<file path="src/rtl/sio_pin_pkg.sv">
package sio_pin_pkg;

  typedef enum logic [1:0] {
    PM_GPIO = 2'd0,
    PM_HALF = 2'd1,
    PM_FULL = 2'd2,
    PM_DIAG = 2'd3
  } pin_mode_e;

  typedef struct packed {
    logic [1:0] drv;
    logic [1:0] oe;
  } pad_ctl_t;

  // Diagnostic selection wins over the pairing bit.
  function automatic pin_mode_e pick_mode(input logic serial_en,
                                          input logic loop_sel,
                                          input logic data_latch);
    pin_mode_e m;
    if (!serial_en)       m = PM_GPIO;
    else if (!data_latch) m = PM_DIAG;
    else if (loop_sel)    m = PM_FULL;
    else                  m = PM_HALF;
    return m;
  endfunction

  function automatic pad_ctl_t pad_ctl(input pin_mode_e m,
                                       input logic [1:0] latch,
                                       input logic txd,
                                       input logic tx_en);
    pad_ctl_t r;
    case (m)
      PM_HALF: begin r.drv = {txd, tx_en};        r.oe = {tx_en, 1'b1}; end
      PM_FULL: begin r.drv = {txd, 1'b0};         r.oe = 2'b10;         end
      PM_DIAG: begin r.drv = {latch[1], 1'b0};    r.oe = 2'b10;         end
      default: begin r.drv = latch;               r.oe = 2'b11;         end
    endcase
    return r;
  endfunction

  function automatic logic rx_pick(input pin_mode_e m,
                                   input logic [1:0] pin_s,
                                   input logic txd_loop);
    logic r;
    case (m)
      PM_HALF: r = pin_s[1];
      PM_FULL: r = pin_s[0];
      PM_DIAG: r = txd_loop;
      default: r = 1'b1;
    endcase
    return r;
  endfunction

endpackage

</file>
<file path="src/rtl/sio_sync.sv">
module sio_sync #(
  parameter int W      = 1,
  parameter int STAGES = 2
) (
  input  logic         clk,
  input  logic         rst_n,
  input  logic [W-1:0] d,
  output logic [W-1:0] q
);
  localparam int LAST = STAGES - 1;

  logic [W-1:0] stg [STAGES];

  always_ff @(posedge clk or negedge rst_n) begin
    if (!rst_n) begin
      for (int i = 0; i < STAGES; i++) stg[i] <= '0;
    end else begin
      stg[0] <= d;
      for (int i = 1; i < STAGES; i++) stg[i] <= stg[i-1];
    end
  end

  assign q = stg[LAST];
endmodule

</file>
<file path="src/rtl/sio_pin_drive.sv">
module sio_pin_drive
  import sio_pin_pkg::*;
(
  input  logic      clk,
  input  logic      rst_n,
  input  pin_mode_e mode_d,
  input  logic [1:0] latch,
  input  logic      txd,
  input  logic      tx_en,
  output logic [1:0] pad_o,
  output logic [1:0] pad_oe,
  output pin_mode_e mode_q,
  output logic      txd_q
);
  pad_ctl_t nxt;

  always_comb nxt = pad_ctl(mode_d, latch, txd, tx_en);

  always_ff @(posedge clk or negedge rst_n) begin
    if (!rst_n) begin
      pad_o  <= 2'b11;
      pad_oe <= 2'b11;
      mode_q <= PM_GPIO;
      txd_q  <= 1'b0;
    end else begin
      pad_o  <= nxt.drv;
      pad_oe <= nxt.oe;
      mode_q <= mode_d;
      txd_q  <= txd;
    end
  end
endmodule

</file>
<file path="src/rtl/sio_rx_sel.sv">
module sio_rx_sel
  import sio_pin_pkg::*;
(
  input  pin_mode_e  mode_q,
  input  logic [1:0] pin_s,
  input  logic       txd_q,
  input  logic       ck_s,
  input  logic       clk_src_sel,
  output logic       rx_data,
  output logic       ext_clk
);
  always_comb begin
    rx_data = rx_pick(mode_q, pin_s, txd_q);
    ext_clk = clk_src_sel & ck_s;
  end
endmodule

</file>
<file path="src/rtl/sio_pin_mux.sv">
module sio_pin_mux
  import sio_pin_pkg::*;
#(
  parameter int SYNC_STAGES = 2
) (
  input  logic       clk,
  input  logic       rst_n,
  input  logic [1:0] port_latch,
  input  logic       serial_en,
  input  logic       loop_sel,
  input  logic       tx_data,
  input  logic       tx_en,
  input  logic       clk_src_sel,
  input  logic [1:0] pad_i,
  input  logic       ck_pad_i,
  output logic [1:0] pad_o,
  output logic [1:0] pad_oe,
  output logic       rx_data,
  output logic       ext_clk,
  output logic [1:0] pad_rd
);
  localparam int SYNC_W = 3;

  pin_mode_e         mode_d;
  pin_mode_e         mode_q;
  logic              txd_q;
  logic [SYNC_W-1:0] sync_q;

  always_comb mode_d = pick_mode(serial_en, loop_sel, port_latch[1]);

  sio_sync #(.W(SYNC_W), .STAGES(SYNC_STAGES)) u_sync (
    .clk   (clk),
    .rst_n (rst_n),
    .d     ({ck_pad_i, pad_i}),
    .q     (sync_q)
  );

  sio_pin_drive u_drive (
    .clk    (clk),
    .rst_n  (rst_n),
    .mode_d (mode_d),
    .latch  (port_latch),
    .txd    (tx_data),
    .tx_en  (tx_en),
    .pad_o  (pad_o),
    .pad_oe (pad_oe),
    .mode_q (mode_q),
    .txd_q  (txd_q)
  );

  sio_rx_sel u_rx (
    .mode_q      (mode_q),
    .pin_s       (sync_q[1:0]),
    .txd_q       (txd_q),
    .ck_s        (sync_q[2]),
    .clk_src_sel (clk_src_sel),
    .rx_data     (rx_data),
    .ext_clk     (ext_clk)
  );

  assign pad_rd = sync_q[1:0];
endmodule

</file>
<file path="config.mk">
export PLATFORM = sky130hd
export DESIGN_NAME = sio_pin_mux
export DESIGN_NICKNAME = d
export VERILOG_FILES = /design/src/rtl/sio_pin_pkg.sv /design/src/rtl/sio_sync.sv /design/src/rtl/sio_pin_drive.sv /design/src/rtl/sio_rx_sel.sv /design/src/rtl/sio_pin_mux.sv
export SDC_FILE = /design/constraint.sdc
export NUM_CORES = 1
export LEC_CHECK = 0
export BUFFER_PORTS_ARGS = -buffer_cell sky130_fd_sc_hd__buf_4
export CELL_PAD_IN_SITES_DETAIL_PLACEMENT = 1
export CELL_PAD_IN_SITES_GLOBAL_PLACEMENT = 2
export CORE_MARGIN = 1.5
export CORE_UTILIZATION = 28
export CTS_BUF_LIST = sky130_fd_sc_hd__clkbuf_4 sky130_fd_sc_hd__clkbuf_8 sky130_fd_sc_hd__clkbuf_16
export DETAILED_ROUTE_END_ITERATION = 8
export PLACE_DENSITY_LB_ADDON = 0.1
export SKIP_CTS_REPAIR_TIMING = 1
export SYNTH_ARGS = -nofsm -noshare
export SYNTH_HDL_FRONTEND = slang
export SYNTH_SLANG_ARGS = --single-unit
</file>
<file path="constraint.sdc">
create_clock -name clk -period 1.65 [get_ports clk]
set_input_delay 0.2475 -clock clk [delete_from_list [all_inputs] [get_ports clk]]
set_output_delay 0.2475 -clock clk [all_outputs]
set_load 0.05 [all_outputs]
</file>
==> results.md <==
* Outcome: completed
* HP Class: input port to flop
* Yosys reg bits at 13
* CORE AREA at 1490 µm²
* Clock slew seen by the registers of the worst setup and hold paths at about 0.090 ns
* VDD IR max at 0.000502 V
* Highest Clock Rate at 712 MHz
* Combinational family with the most area after synthesis: simple AND/OR/NAND/NOR gates
* Vias in the first global route at between 300 and 400
* Period minus WS final at ~1.4 ns
* Final period util at 85.1%
* Ranking of synthesized cells by area: dfrtp_1, dfstp_2, a21boi_0
* Final antenna-violating net count at 0
* Drt initial violations at 0
* Die height at 42.7 µm
* Ys Warns at 0
* Syn Area/Cell at approximately 15 µm²
* Most crowded layer after global routing: met2
* Clock root buffer: clkbuf_4
* Distinct cells, synth at 14
* N_diodes at 0
* CP max stage cell: dfrtp_1
* GR Layer Usage met3 at 2.55%
* Post-Synth Simple-Gate Area at 11.6%
* Layout Utilization at 42.0%
* Clock Latency Late Sink at 0.27 ns
* Total power draw at 651 µW
* Post-synthesis compound-gate area fraction at 5.97%
* Num Clock Sinks at 13
* Critical Path RT at 1.40 ns
* CP cell instances: mux2i_1 -> a21oi_1 -> buf_4
* Detailed-route DRC error count at 0
* Pre-CTS setup slack at 0.545 ns
* Max Cap Violations at 0
* Cell row count at 14
* GRT overflow at 0
* Final setup fails at 0
* Post-Syn Area at 440 µm²
* PD cells at around 1000 nW/µm²
* Placed Cells at between 60 and 70
* Post-synthesis net count at 41
* Largest net degree at the start of global routing at 14
* Worst Clk Skew at 0.00629 ns
* Initial antenna violation count at 0
* Worst slew pin tran at 0.171 ns
* Die ar. at 1820 µm²
* Crit path largest cell delay at 0.40 ns
* Worst setup path startpoint: u_drive.mode_q[0]
* Leakage at 0.306 nW
* Layout Cells excl Fill at 67
* Setup TNS at 0 ns
* Area Growth Syn to Fin at 42.0%
* Fill count at between 150 and 200
* Htree depth at 1
* Wire per inst at 12.5 µm
* Total I/O pin count at 20
* Initial Utilization at 29.6%
* GPL Wtd Cong at 0.617
* Critical Path AT at 1.16 ns
* Tot GR Track Use at 10.0%
* Die X at between 40 and 50 µm
* Cell taking the most area after synthesis: dfrtp_1
* Area of the multi-input gates at 87.6 µm²
* First-pass GRT wire length at ~1300 µm
* Slew Viols, Final at 0
* CTS tree: yes
* Slew HR at ~90%
* Clock buffer depth at 2
* Vias per Instance at 4.33
* Hold Fails Final Rpt at 0
* Crit Reg-Reg Startpoint: u_sync.stg[5]
* GR Util met2 at 17.6%
* RSZ-0062 raised after global routing: no
* FF+latch area at 330 µm²
* Port bufs at 19
* Layout cells sized above 1 at 56.9%
* XOR/XNOR share of the synthesized area at 0%
* Worst setup margin at 0.246 ns
* CP endpoint kind: output port
* CTS buffer count at 3
* Yosys top cell area share at 51.1%
* 1st-pass router iterations at 1
* Wirelength, routed at 837 µm
* Seq/Total Area, Yosys at between 70 and 80%
* Worst Path Max Fanout at 2
* Mux cell area share after synthesis at under 10%
* Worst Min Path Start: pad_i[0]
* Gate Count Post-Synth at 29
* Via count at 290
* Met1 Use GR at 10.8%
* CP Launch Type: flop
* Post-Synth Adder-Cell Area at 0%
* WS Path Type: flop to output port
* Final nets at 64
==> worst max-delay path, delay by kind of cell, from the launching register on <==
family | cells | cell delay, ns
buffers and inverters | 1 | 0.21
muxes | 1 | 0.12
DFF | 1 | 0.40
AOI/OAI and AO/OA | 1 | 0.15
==> through the flow <==
step | hold WS, ns | cell area (µm²)
after floorplan | -0.0481 | 440
after global placement | 0.0913 | 588
after detailed placement | 0.0972 | 588
after CTS | -0.210 | 616
after global routing | 0.0587 | 626
final | 0.0721 | 626
==> synthesized netlist by cell type (all sizes together) <==
library cell  number
mux2i              1
dfstp              4
nand2              2
a21boi             2
o22ai              1
inv                2
nor3b              1
or3b               1
and2               2
a21oi              1
nand2b             1
dfrtp              9
buf                2
==> cells by family (layout without fill, tap and decap cells) <==
family          after synthesis  after routing
compound gates                4              4
buf+inv                       4             26
flops                        13             13
mux                           1              1
simple gates                  7              7
==> state kept, by name, summed over array words and instances (netlist names) <==
name / cells
u_sync.q: 3
u_sync.stg: 3
u_drive.txd_q: 1
u_drive.pad_o: 2
u_drive.mode_q: 2
u_drive.pad_oe: 2
==> layer usage <==
layer  vias up  routed length, µm
met1       144                318
li1        135                  -
met5         -                  0
met4         0                  0
met3         0                 50
met2        11                468
==> final timing paths <==
check,end,slack [ns],cells past startpoint
setup / recovery,rx_data,0.25,3
setup reg to reg,u_sync.q[2],1.17,0
max in group asynchronous,u_drive.pad_o[0],1.05,2
hold reg to reg,u_sync.q[0],0.35,0
hold / removal,u_sync.stg[3],0.07,1
min in group asynchronous,u_sync.stg[5],0.36,2
==> cell usage in the layout (no fill, tap or decap) <==
cell | synthesis | routed
nand2_1 | 2 | 2
a21oi_1 | 1 | 1
nand2b_4 | 1 | 1
dfrtp_1 | 9 | 9
mux2i_1 | 1 | 1
or3b_1 | 1 | 1
nor3b_1 | 1 | 1
and2_2 | 1 | 1
dfstp_2 | 4 | 4
a21boi_0 | 2 | 2
dlygate4sd3_1 | 0 | 1
clkinv_2 | 0 | 1
clkbuf_4 | 0 | 3
and2_1 | 1 | 1
o22ai_1 | 1 | 1
inv_1 | 2 | 2
buf_4 | 2 | 19
==> power by group <==
part | internal [mW] | switching [mW]
Sequential | 0.340 | 0.00640
Clock | 0.0897 | 0.108
Combinational | 0.0425 | 0.0648
==> final cells by class <==
cell class	instances	area share, %
clock buffers	3	3.60
inverters	2	1.20
repair buffers	20	24.4
clock inverters	1	0.800
flip-flops and latches	13	52.8
multi-input cells	12	14.0
well taps	16	3.20
Power figures use the tool's default switching activity.
